<file path="src/rtl/tmr16_pkg.sv">
package tmr16_pkg;

    typedef enum logic [1:0] {
        MODE_FREE      = 2'b00,
        MODE_CLR_MATCH = 2'b01,
        MODE_CLR_EDGE  = 2'b10,
        MODE_ALT_FREE  = 2'b11
    } tmode_e;

    typedef enum logic [1:0] {
        EDGE_NONE = 2'b00,
        EDGE_RISE = 2'b01,
        EDGE_FALL = 2'b10,
        EDGE_BOTH = 2'b11
    } tedge_e;

    typedef enum logic {
        ST_STOP = 1'b0,
        ST_RUN  = 1'b1
    } tstate_e;

    typedef enum logic [1:0] {
        ADDR_CMPA = 2'b00,
        ADDR_CMPB = 2'b01,
        ADDR_CTRL = 2'b10,
        ADDR_NONE = 2'b11
    } taddr_e;

    // bit 6 pin output, [5:4] edge, 3 capture, 2 run, [1:0] mode
    typedef struct packed {
        logic   out_en;
        tedge_e edge_sel;
        logic   cap_sel;
        logic   run;
        tmode_e mode;
    } tctrl_t;

    localparam int unsigned CTRL_W = $bits(tctrl_t);

endpackage

</file>
<file path="src/rtl/tmr16_edge_sync.sv">
module tmr16_edge_sync
    import tmr16_pkg::*;
#(
    parameter int unsigned SYNC_STAGES = 2
) (
    input  logic   clk,
    input  logic   rst_n,
    input  logic   pin_i,
    input  tedge_e sel_i,
    input  logic   block_i,
    output logic   edge_o
);
    localparam int unsigned TOP = SYNC_STAGES - 1;

    logic [TOP:0] chain_q;
    logic         last_q;
    logic         settled;
    logic         rise;
    logic         fall;
    logic         picked;

    assign settled = chain_q[TOP];

    always_ff @(posedge clk) begin
        if (!rst_n) begin
            chain_q <= '0;
            last_q  <= 1'b0;
        end else begin
            chain_q <= {chain_q[TOP-1:0], pin_i};
            last_q  <= settled;
        end
    end

    assign rise = settled & ~last_q;
    assign fall = ~settled & last_q;

    always_comb begin
        unique case (sel_i)
            EDGE_NONE: picked = 1'b0;
            EDGE_RISE: picked = rise;
            EDGE_FALL: picked = fall;
            EDGE_BOTH: picked = rise | fall;
        endcase
    end

    assign edge_o = picked & ~block_i;

endmodule

</file>
<file path="src/rtl/tmr16_match.sv">
module tmr16_match #(
    parameter int unsigned W = 16
) (
    input  logic [W-1:0] cnt_i,
    input  logic [W-1:0] cmp_i,
    input  logic         running_i,
    input  logic         wrapped_i,
    output logic         hit_o
);
    logic equal;
    logic nonzero;

    assign equal   = (cnt_i == cmp_i);
    assign nonzero = |cnt_i;
    assign hit_o   = running_i & equal & (nonzero | wrapped_i);

endmodule

</file>
<file path="src/rtl/tmr16_counter.sv">
module tmr16_counter
    import tmr16_pkg::*;
#(
    parameter int unsigned W = 16
) (
    input  logic         clk,
    input  logic         rst_n,
    input  logic         run_req_i,
    input  tmode_e       mode_i,
    input  logic         period_hit_i,
    input  logic         ext_edge_i,
    output logic [W-1:0] cnt_o,
    output logic         running_o,
    output logic         wrapped_o
);
    localparam logic [W-1:0] ALL_ONES = '1;
    localparam logic [W-1:0] ONE      = W'(1);

    tstate_e      state_q;
    tstate_e      state_d;
    logic [W-1:0] cnt_q;
    logic [W-1:0] cnt_d;
    logic         wrap_q;
    logic         wrap_d;

    always_ff @(posedge clk) begin
        if (!rst_n) begin
            state_q <= ST_STOP;
        end else begin
            state_q <= state_d;
        end
    end

    always_comb begin
        state_d = state_q;
        unique case (state_q)
            ST_STOP: if (run_req_i)  state_d = ST_RUN;
            ST_RUN:  if (!run_req_i) state_d = ST_STOP;
        endcase
    end

    always_comb begin
        cnt_d  = cnt_q;
        wrap_d = 1'b0;
        unique case (state_q)
            ST_STOP: begin
                cnt_d  = '0;
                wrap_d = 1'b0;
            end
            ST_RUN: begin
                wrap_d = (cnt_q == ALL_ONES);
                unique case (mode_i)
                    MODE_CLR_MATCH: cnt_d = period_hit_i ? '0 : cnt_q + ONE;
                    MODE_CLR_EDGE:  cnt_d = ext_edge_i   ? '0 : cnt_q + ONE;
                    default:        cnt_d = cnt_q + ONE;
                endcase
            end
        endcase
    end

    always_ff @(posedge clk) begin
        if (!rst_n) begin
            cnt_q  <= '0;
            wrap_q <= 1'b0;
        end else begin
            cnt_q  <= cnt_d;
            wrap_q <= wrap_d;
        end
    end

    assign cnt_o     = cnt_q;
    assign running_o = (state_q == ST_RUN);
    assign wrapped_o = wrap_q;

endmodule

</file>
<file path="src/rtl/tmr16_dualcc.sv">
module tmr16_dualcc
    import tmr16_pkg::*;
#(
    parameter int unsigned W           = 16,
    parameter int unsigned SYNC_STAGES = 2
) (
    input  logic         clk,
    input  logic         rst_n,
    input  logic         wr_en,
    input  logic [1:0]   wr_addr,
    input  logic [W-1:0] wr_data,
    input  logic         tmr_pin_i,
    output logic [W-1:0] cnt_o,
    output logic [W-1:0] cmpb_o,
    output logic         irq_a_o,
    output logic         irq_b_o,
    output logic         tmr_out_o,
    output logic         tmr_oe_o
);
    localparam int unsigned NCMP = 2;

    tctrl_t       ctrl_q;
    logic [W-1:0] cmpa_q;
    logic [W-1:0] cmpb_q;
    logic         cap_flag_q;
    logic         tout_q;
    logic [W-1:0] cnt;
    logic         running;
    logic         wrapped;
    logic         edge_ok;
    logic [NCMP-1:0] hit;
    taddr_e       wsel;

    assign wsel = taddr_e'(wr_addr);

    always_ff @(posedge clk) begin
        if (!rst_n) begin
            ctrl_q <= '0;
            cmpa_q <= '0;
        end else if (wr_en) begin
            if (wsel == ADDR_CTRL) ctrl_q <= tctrl_t'(wr_data[CTRL_W-1:0]);
            if (wsel == ADDR_CMPA) cmpa_q <= wr_data;
        end
    end

    always_ff @(posedge clk) begin
        if (!rst_n) begin
            cmpb_q     <= '0;
            cap_flag_q <= 1'b0;
        end else begin
            cap_flag_q <= ctrl_q.cap_sel & edge_ok;
            if (ctrl_q.cap_sel && edge_ok) begin
                cmpb_q <= cnt;
            end else if (wr_en && wsel == ADDR_CMPB) begin
                cmpb_q <= wr_data;
            end
        end
    end

    always_ff @(posedge clk) begin
        if (!rst_n) begin
            tout_q <= 1'b0;
        end else if (ctrl_q.out_en && hit[0]) begin
            tout_q <= ~tout_q;
        end
    end

    tmr16_edge_sync #(
        .SYNC_STAGES(SYNC_STAGES)
    ) u_edge (
        .clk    (clk),
        .rst_n  (rst_n),
        .pin_i  (tmr_pin_i),
        .sel_i  (ctrl_q.edge_sel),
        .block_i(ctrl_q.out_en),
        .edge_o (edge_ok)
    );

    generate
        for (genvar g = 0; g < NCMP; g++) begin : g_cmp
            tmr16_match #(
                .W(W)
            ) u_match (
                .cnt_i    (cnt),
                .cmp_i    ((g == 0) ? cmpa_q : cmpb_q),
                .running_i(running),
                .wrapped_i(wrapped),
                .hit_o    (hit[g])
            );
        end
    endgenerate

    tmr16_counter #(
        .W(W)
    ) u_count (
        .clk         (clk),
        .rst_n       (rst_n),
        .run_req_i   (ctrl_q.run),
        .mode_i      (ctrl_q.mode),
        .period_hit_i(hit[0]),
        .ext_edge_i  (edge_ok),
        .cnt_o       (cnt),
        .running_o   (running),
        .wrapped_o   (wrapped)
    );

    assign cnt_o     = cnt;
    assign cmpb_o    = cmpb_q;
    assign irq_a_o   = hit[0];
    assign irq_b_o   = ctrl_q.cap_sel ? cap_flag_q : hit[1];
    assign tmr_out_o = tout_q;
    assign tmr_oe_o  = ctrl_q.out_en;

endmodule

</file>
<file path="config.mk">
export PLATFORM = sky130hd
export DESIGN_NAME = tmr16_dualcc
export DESIGN_NICKNAME = d
export VERILOG_FILES = /design/src/rtl/tmr16_pkg.sv /design/src/rtl/tmr16_edge_sync.sv /design/src/rtl/tmr16_match.sv /design/src/rtl/tmr16_counter.sv /design/src/rtl/tmr16_dualcc.sv
export SDC_FILE = /design/constraint.sdc
export NUM_CORES = 1
export LEC_CHECK = 0
export BUFFER_PORTS_ARGS = -buffer_cell sky130_fd_sc_hd__buf_2
export CAP_MARGIN = 25
export CORE_UTILIZATION = 45
export CTS_CLUSTER_DIAMETER = 120
export DETAILED_ROUTE_END_ITERATION = 8
export PLACE_DENSITY = 0.67
export SLEW_MARGIN = 40
export SYNTH_ARGS = -nofsm -noshare
export SYNTH_HDL_FRONTEND = slang
export SYNTH_HIERARCHICAL = 1
export SYNTH_SLANG_ARGS = --single-unit
</file>
<file path="constraint.sdc">
create_clock -name clk -period 3.3 [get_ports clk]
set_input_delay 0.66 -clock clk [delete_from_list [all_inputs] [get_ports clk]]
set_output_delay 0.66 -clock clk [all_outputs]
set_load 0.05 [all_outputs]
</file>
---- Word level (Yosys, flattened, before mapping) ----
Index checks and enable logic that the tools add are counted.
word-level totals
  logic and storage cells ................. 59
  flip-flop bits (word level) ............. 62
operators by class
  mux-type cells .......................... 10
  eq/ne operators ......................... 10
  reduce and logical (&&, ||, !) cells .... 9
  bitwise gates (word level) .............. 15
  $add $sub $neg .......................... 1
operators by type and width
  cell                     number
  $mux W16                 4
  $pmux W16 S2             2
  $eq A16 B16 Y1           2
  $add A16 B1 Y16 const B  1
  $eq A16 B16 Y1 const B   1
  $reduce_or A16 Y1        1
  $and A1 B1 Y1            8
  $eq A2 B2 Y1 const B     4
  $eq A2 B1 Y1 const B     3
  $not A1 Y1               5
  $logic_not A2 Y1         2
  $pmux W1 S4              1
  $reduce_and A2 Y1        2
  $logic_and A1 B1 Y1      3
  $mux W1                  2
  $or A1 B1 Y1             2
  $pmux W1 S2              1
  $reduce_bool A2 Y1       1

---- Depth between registers and ports, before layout ----
Gate-level depths: netlist of the first run.
  word-level depth ........................ 8
  depth in mapped cells ................... 8

---- Cells and area by module ----
Netlist of the first run, hierarchy kept.
modules (own cells, without submodules)
  module           cells each  area an instance (um^2)  times used  seq. area each (um^2)
  tmr16_dualcc     192         1,655.3                  1           820.8
  tmr16_counter    96          879.6                    1           360.3
  tmr16_match      29          220.2                    2           0.0
  tmr16_edge_sync  14          137.6                    1           60.1

---- Worst setup path after synthesis of the first run ----
No wires, ideal clock.
  path kind ............................... reg-to-reg
  start ................................... register u_count.cnt_q[3], in the netlist u_count/cnt_o[3]
  end ..................................... register u_count.cnt_q[0], in the netlist u_count/cnt_o[0]
  setup slack ............................. -0.344 ns
  data arrival time ....................... 3.494 ns
  setup time .............................. 0.150 ns
  stages on the path, launching flop included .. 9
  clock period less this slack ............ 3.644 ns
  required time ........................... 3.150 ns
  path through ............................ dfxtp_1 > xor2_1 > nor4_1 > nand3_1 > nor3_1 > nor2b_1 > o31ai_1 > buf_2 > nor2_1
on the way
  word-level cells in the longest chain between the ends .. 6
  elaborated cells between the ends (all ways) .. 8
  those cells by class .................... 1 x eq/ne; 3 x mux; 3 x bitwise; 1 x reduce/logical
RTL lines
  what                                                        line                                  RTL
  start, declared                                             tmr16_counter.sv:21                   logic [W-1:0] cnt_q;
  start signal, assigned                                      tmr16_counter.sv:66                   cnt_q <= cnt_d;
  $eq A16 B16 Y1 / $reduce_or A16 Y1 (equally long branches)  tmr16_match.sv:13, tmr16_match.sv:14
  $and A1 B1 Y1 / $or A1 B1 Y1 (equally long branches)        tmr16_match.sv:15                     assign hit_o = running_i & equal & (nonzero | wrapped_i);
  $and A1 B1 Y1 (*)                                           tmr16_match.sv:15
  via irq_a_o                                                 tmr16_dualcc.sv:15                    output logic irq_a_o,
  $mux W16 (*)                                                tmr16_counter.sv:53                   MODE_CLR_MATCH: cnt_d = period_hit_i ? '0 : cnt_q + ONE;
  $pmux W16 S2 (*)                                            tmr16_counter.sv:52                   unique case (mode_i)
  $pmux W16 S2 (*)                                            tmr16_counter.sv:45                   unique case (state_q)
The timed path passes the listed nets; every way through them passes the cells marked *.
A chain may end at the register's enable or synchronous reset.

---- Worst setup path in the final report of the first run ----
  start ................................... register u_count.cnt_q[2], in the netlist u_count/cnt_o[2]
  end ..................................... output port irq_b_o
on the way
  word-level cells in the longest chain between the ends .. 4
  elaborated cells between the ends (all ways) .. 6
  those cells by class .................... 1 x eq/ne; 1 x mux; 3 x bitwise; 1 x reduce/logical
RTL lines
  what                                                        line                                  RTL
  $eq A16 B16 Y1 / $reduce_or A16 Y1 (equally long branches)  tmr16_match.sv:13, tmr16_match.sv:14
  $and A1 B1 Y1 / $or A1 B1 Y1 (equally long branches)        tmr16_match.sv:15
  $and A1 B1 Y1 (*)                                           tmr16_match.sv:15
  via hit[1]                                                  tmr16_dualcc.sv:31                    logic [NCMP-1:0] hit;
  $mux W1 (*)                                                 tmr16_dualcc.sv:110                   assign irq_b_o = ctrl_q.cap_sel ? cap_flag_q : hit[1];
  end, declared                                               tmr16_dualcc.sv:16                    output logic irq_b_o,
Marks and branches as above.

==> impl_results.md, run 1 <==
- Status: finished, final reports clean
- Synthesized cell area: 3110 um^2
- Core Box Area: 6490 um^2
- Switching share of power: 0.254
- Dominant cells by area after synthesis: dfxtp_1 (40%), xor2_1 (8.7%), nand2_1 (8.2%), a31oi_1 (3.2%), mux2i_1 (3.2%)
- Crit Path Max Fanout: 12
- Vias: 2836
- Largest net degree at the start of global routing: 33
- Ys flop type: dfxtp_1
- Post-CTS setup repair buffer count: 0
- Mapped Nets: 388
- RSZ-0062 raised after global routing: no
- Reg power frac: 0.510
- Synth cell count leaders: nand2_1 (68), dfxtp_1 (62), xor2_1 (31)
- Register area share after synthesis: 0.399
- H-tree levels: 3
- Clk pwr share: 0.398
- Setup Skew: 0.00519 ns
- # rows: 29
- CP Launch Type: flip-flop
- Worst EP required: 2.64 ns
- Slew headroom: 0.492
- Pwr Density: 426 nW/um^2
- IO Count: 58
- Layout cells sized above 1: 0.199
- Leakage Power: 1.60 nW
- Synth cell types: 40
- Die width: 85.2 um
- Synth top area share: 0.399
- Worst hold path type: reg2reg
- DR WL met3: 486 um
- FILL cells: 595
- Max Clk Rate: 0.338 GHz
- EDFF count, synth: 0
- CP Capture Type: output port
- Global-route wire length before repair: 13.1 mm
- Synth async-reset ratio: 0
- Port Buffers: 57
- Grt ovf: 0
- CTS Sinks: 62
- Setup Crit Path Kind: reg2out
- DR iter-0 viols: 238
- Vias per inst: 5.73
- Die area: 7250 um^2
- TritonCTS buffer count: 9
- Final core occ: 0.555
- Peak VDD IR: 0.280 mV
- Setup violators final: 0
- Cells after synthesis: 360
- Max-slew violations: 0
- Vias in the first global route: 2601
- Highest Signal Layer: met4
- Clk slew on worst S/H paths: 0.07 ns
- Seq cells post-synth: 62
- Worst-skew pair later-pin latency: 0.33 ns
- Internal reg-to-reg setup slack: 0.94 ns
- Die Ht: 85.2 um
- Deepest clock path buffer count: 2
- YS warnings: 6
- RD Place Congestion: 0.836
- Area growth syn-to-layout: 15.7%
- Max incr delay on CP: 0.69 ns
- Period utilization: 0.897
- Int Pwr: 1.14 mW
- PostCTS Resize Cnt: 0
- Gr usage total: 0.234
- Tmin final: 2.96 ns
- CTS root buf: clkbuf_8
- WHS: 0.438 ns
- Starting density of the core: 0.479
- Met1 Wirelength: 3.80 mm
- Antenna cells: 0
- Power share of the combinational group: 0.092
- Critical Path AT: 2.30 ns
- Slew @ Worst Pin: 0.761 ns
- Met2 wire len: 3.67 mm
- Hold Fails Final Rpt: 0
- Routed Antenna Nets: 0
- Synth area leader: dfxtp_1
- Setup TNS: 0 ns
- Switch Pwr: 0.389 mW
- Initial antenna violation count: 0
- Routed WL: 8.09 mm
- CTS hold repair buffers: 0
- Routed WL per cell: 16.3 um
- Final Net Count: 443
- HPWL Detailed: 5.65 mm
- DRC: 0
- Worst path slowest cell: dfxtp_1
- DRT Pass-1 Iters: 4
- Max_cap viols: 0
- CTS tree: yes
- Most common cell in the synthesized netlist: nand2_1
- Mean Syn Cell Area: 8.65 um^2
- Worst-path cell chain: xor2_1 -> nor4_1 -> nand3_1 -> nor3_1 -> mux2_2 -> buf_2
-- registers in the layout (all words and copies together) (netlist names) --
name / flops
ctrl_q: 6
tmr_out_o: 1
cmpa_q: 16
u_edge/last_q: 1
u_count/running_o: 1
cap_flag_q: 1
u_count/cnt_o: 16
u_count/wrapped_o: 1
u_edge/chain_q: 2
tmr_oe_o: 1
cmpb_o: 16
-- power by group through the flow --
stage,logic [mW],registers (mW),clock network (mW)
after CTS,0.141,0.782,0.623
after global routing,0.153,0.784,0.660
after floorplan,0.0731,0.821,0
after detailed placement,0.140,0.799,0
final,0.140,0.782,0.610
after global placement,0.138,0.799,0
-- metal layers --
metal / vias up / global-route usage
met3: 11 / 0.0418
met4: 0 / 0.0986
met1: 1356 / 0.323
met2: 82 / 0.360
li1: 1387 / -
met5: - / 0
-- area by class of cell --
class | count | area [um^2] | share of cell area
flip-flops and latches | 62 | 1240 | 0.345
repair buffers | 60 | 308 | 0.0854
inverters | 9 | 33.8 | 0.00938
well taps | 77 | 96.3 | 0.0267
clock buffers | 13 | 169 | 0.0469
clock inverters | 1 | 5.00 | 0.00139
multi-input cells | 273 | 1750 | 0.486
-- final timing paths --
kind / start / endpoint / cells after the start
setup / recovery: u_count/cnt_o[2] / irq_b_o / 6
hold reg to reg: u_edge/chain_q[0] / u_edge/chain_q[1] / 1
setup reg to reg: u_count/cnt_o[3] / u_count/cnt_o[6] / 8
hold / removal: u_edge/chain_q[0] / u_edge/chain_q[1] / 1
-- through the flow --
step	std cells	cell area, um^2	power, mW	setup WS, ns
floorplan	360	3120	0.894	0.186
global placement	481	3430	0.937	0.646
detailed placement	481	3430	0.939	0.723
CTS	495	3600	1.55	0.355
global route	495	3600	1.60	0.221
finish	495	3600	1.53	0.341
-- cells in the final DEF (no fill, tap or decap), types with 3 or more instances in the layout --
cell,count
nand2_1,68
dfxtp_1,62
buf_2,57
xor2_1,31
o21ai_0,20
a31oi_1,16
nor4_1,16
clkbuf_8,12
nand3_1,11
a21boi_1,10
mux2i_1,10
nor2b_1,9
inv_1,9
a21oi_1,9
nor2_1,7
a21boi_0,6
and2_1,6
o311ai_0,6
ha_1,6
xnor2_1,5
nand4_1,5
o31ai_1,5
or4_1,4
nor3_1,3
buf_4,3
-- worst max-delay path, delay by kind of cell, from the launching register on --
kind / cells / cell delay [ns]
buffers and inverters: 1 / 0.25
xor gates and xnor gates: 1 / 0.13
and+or+nand+nor: 3 / 0.69
DFF: 1 / 0.69
muxes: 1 / 0.20
-- kinds of logic (layout without fill, tap and decap cells) --
group,after synthesis,after routing,synth area share
flip-flops,62,62,0.399
AND/OR/NAND/NOR,147,147,0.250
buffers and inverters,25,83,0.0410
AO/OA/AOI/OAI,73,73,0.149
adder cells (fa/ha/maj),6,6,0.0241
XOR/XNOR,36,36,0.101
multiplexers,11,11,0.0358
(Power assumes the default switching activity.)
==> run 2: changes to the inputs <==
--- a/config.mk
+++ b/config.mk
@@ -5,12 +5,13 @@
 export SDC_FILE = /design/constraint.sdc
 export NUM_CORES = 1
 export LEC_CHECK = 0
+export ABC_AREA = 1
 export BUFFER_PORTS_ARGS = -buffer_cell sky130_fd_sc_hd__buf_2
 export CAP_MARGIN = 25
 export CORE_UTILIZATION = 45
 export CTS_CLUSTER_DIAMETER = 120
 export DETAILED_ROUTE_END_ITERATION = 8
-export PLACE_DENSITY = 0.67
+export PLACE_DENSITY = 0.66
 export SLEW_MARGIN = 40
 export SYNTH_ARGS = -nofsm -noshare
 export SYNTH_HDL_FRONTEND = slang
==> impl_results.md, run 2 <==
- Vias per inst: 4.88
- Period utilization: 0.803
- Synthesized cell area: 3760 um^2
- CP Capture Type: output port
- Worst-path cell chain: inv_1 -> nand2_1 -> nand2_1 -> nor2_1 -> nand2_1 -> nor2_2 -> nand2_1 -> nor2_2 -> nand2_1 -> nand2_1 -> buf_2
- Worst path slowest cell: dfxtp_1
- Reg power frac: 0.490
- Mean Syn Cell Area: 5.89 um^2
- RSZ-0062 raised after global routing: no
- Initial antenna violation count: 0
- Clk slew on worst S/H paths: 0.07 ns
- WHS: 0.415 ns
- Worst EP required: 2.64 ns
- CTS Sinks: 62
- Most frequent cells in the layout: nand2_1 (194), nor2_1 (121), inv_1 (113)
- Pre-CTS worst setup slack: 1.00 ns
- CTS tree: yes
- Slew headroom: 0.600
- Final core occ: 0.537
- Worst-skew pair later-pin latency: 0.34 ns
- Routed WL per cell: 13.8 um
- Setup Skew: 0.00528 ns
- Antenna cells: 0
- Area growth syn-to-layout: 12.7%
- Seq cells post-synth: 62
- Hold Path Depth: 2
- Starting density of the core: 0.477
- Deepest clock path buffer count: 2
- Grt ovf: 0
- Post-Place Cell Area: 4060 um^2
- Tmin final: 2.65 ns
- Int Pwr: 1.13 mW
- Setup TNS: 0 ns
- Vias in the first global route: 3657
- Die Ht: 93.4 um
- Routed Antenna Nets: 0
- DRC: 0
- Die area: 8720 um^2
- CP Launch Type: flip-flop
- DRT Pass-1 Iters: 4
- Synth cell count leaders: nand2_1 (194), nor2_1 (121), inv_1 (113)
- Worst hold path type: reg2reg
- Power share of the combinational group: 0.131
- Routed WL: 11.0 mm
- Max_cap viols: 0
- Max Clk Rate: 0.377 GHz
- Synth top area share: 0.330
- Synth area leader: dfxtp_1
- Max incr delay on CP: 0.59 ns
- Internal reg-to-reg setup slack: 1.04 ns
- Most common cell after layout, fill and taps aside: nand2_1
- Layout cells sized above 1: 0.131
- Final Net Count: 720
- Synth cell types: 28
- Leakage Power: 2.07 nW
- Largest net degree at the start of global routing: 35
- Register-to-Register Path Depth: 15
- Design area: 4240 um^2
- DR iter-0 viols: 221
- Switch Pwr: 0.502 mW
- Peak VDD IR: 0.193 mV
- EDFF count, synth: 0
- YS warnings: 6
- Final WS setup: 0.649 ns
- Hold Fails Final Rpt: 0
- Cells after synthesis: 638
- Synth async-reset ratio: 0
- Die width: 93.4 um
- # rows: 32
- Setup violators final: 0
- Core Box Area: 7890 um^2
- Max-slew violations: 0
- Switching share of power: 0.308
- Post-CTS setup repair buffer count: 0
- Vias: 3897
- Clk pwr share: 0.378
- Ys flop type: dfxtp_1
- CTS root buf: clkbuf_8
- Pwr Density: 385 nW/um^2
- Critical Path AT: 1.99 ns
- PostCTS Resize Cnt: 0
- Gr usage total: 0.268
- H-tree levels: 3
- Status: finished, final reports clean
- Dominant cells by area after synthesis: dfxtp_1 (33%), nand2_1 (19%), nor2_1 (12%), inv_1 (11%), nand3_1 (5.6%)
- FILL cells: 825
- Slew @ Worst Pin: 0.600 ns
- CTS hold repair buffers: 0
- RD Place Congestion: 0.930
- Crit Path Max Fanout: 10
- Register area share after synthesis: 0.330
- Mapped Nets: 666
- TritonCTS buffer count: 9
- Crit path top cell by count: nand2_1
- Most common cell in the synthesized netlist: nand2_1
- HPWL Detailed: 7.95 mm
- Global-route wire length before repair: 17.8 mm
- Setup Crit Path Kind: reg2out
- Port Buffers: 57
- IO Count: 58
[run 2: changes by cell type after synthesis, moves of 7 or more]
cell	delta
a21boi_1	-10
nand3_1	+31
xor2_1	-27
nor2_2	+7
a21oi_1	+8
inv_1	+104
nor2b_1	-9
nor2_1	+114
nand2_1	+126
a31oi_1	-15
nor4_1	-16
mux2i_1	-10
[run 2: stage by stage]
stage | power (mW) | std cells
2_1_floorplan | 0.972 | 638
4_1_cts | 1.65 | 798
5_1_grt | 1.70 | 798
3_3_place_gp | 1.03 | 783
3_5_place_dp | 1.03 | 783
6_report | 1.63 | 798
[run 2: power groups by stage]
stage / Combinational, mW / Sequential [mW] / Clock (mW)
after CTS: 0.214 / 0.801 / 0.631
after floorplan: 0.122 / 0.850 / 0
after detailed placement: 0.213 / 0.818 / 0
final: 0.214 / 0.801 / 0.618
after global routing: 0.240 / 0.804 / 0.661
after global placement: 0.211 / 0.817 / 0
[run 2: per-layer routing]
layer | track usage | share of wire
met5 | 0 | 0
met2 | 0.429 | 0.46
met1 | 0.348 | 0.44
met3 | 0.0463 | 0.063
met4 | 0.132 | 0.031
[run 2: cells by family (layout without fill, tap and decap cells)]
logic type / Yosys count / count (layout) / share of synthesized area
xor gates and xnor gates: 6 / 6 / 0.0140
and+or+nand+nor: 388 / 388 / 0.425
AOI/OAI and AO/OA: 41 / 41 / 0.0569
buffers and inverters: 135 / 193 / 0.153
DFF: 62 / 62 / 0.330
adders and majority gates: 6 / 6 / 0.0200
[run 2: final cells by class]
class / instances / area [um^2] / share of cell area
Clock inverter: 5 / 36.3 / 0.00856
Tap cell: 102 / 128 / 0.0301
Clock buffer: 10 / 138 / 0.0325
Multi-Input combinational cell: 441 / 1940 / 0.458
Inverter: 118 / 447 / 0.105
Sequential cell: 62 / 1240 / 0.293
Timing Repair Buffer: 60 / 308 / 0.0726
[run 2: critical path: cells and delay by family (launching register included)]
family | cells | cell delay [ns]
simple gates | 9 | 0.68
flops | 1 | 0.59
buf+inv | 2 | 0.38
[run 2: worst paths after layout]
check,start,to
min,u_edge/chain_q[0],u_edge/chain_q[1]
min reg2reg,u_edge/chain_q[0],u_edge/chain_q[1]
max reg2reg,u_count/cnt_o[9],u_count/cnt_o[8]
max,u_count/cnt_o[4],irq_b_o
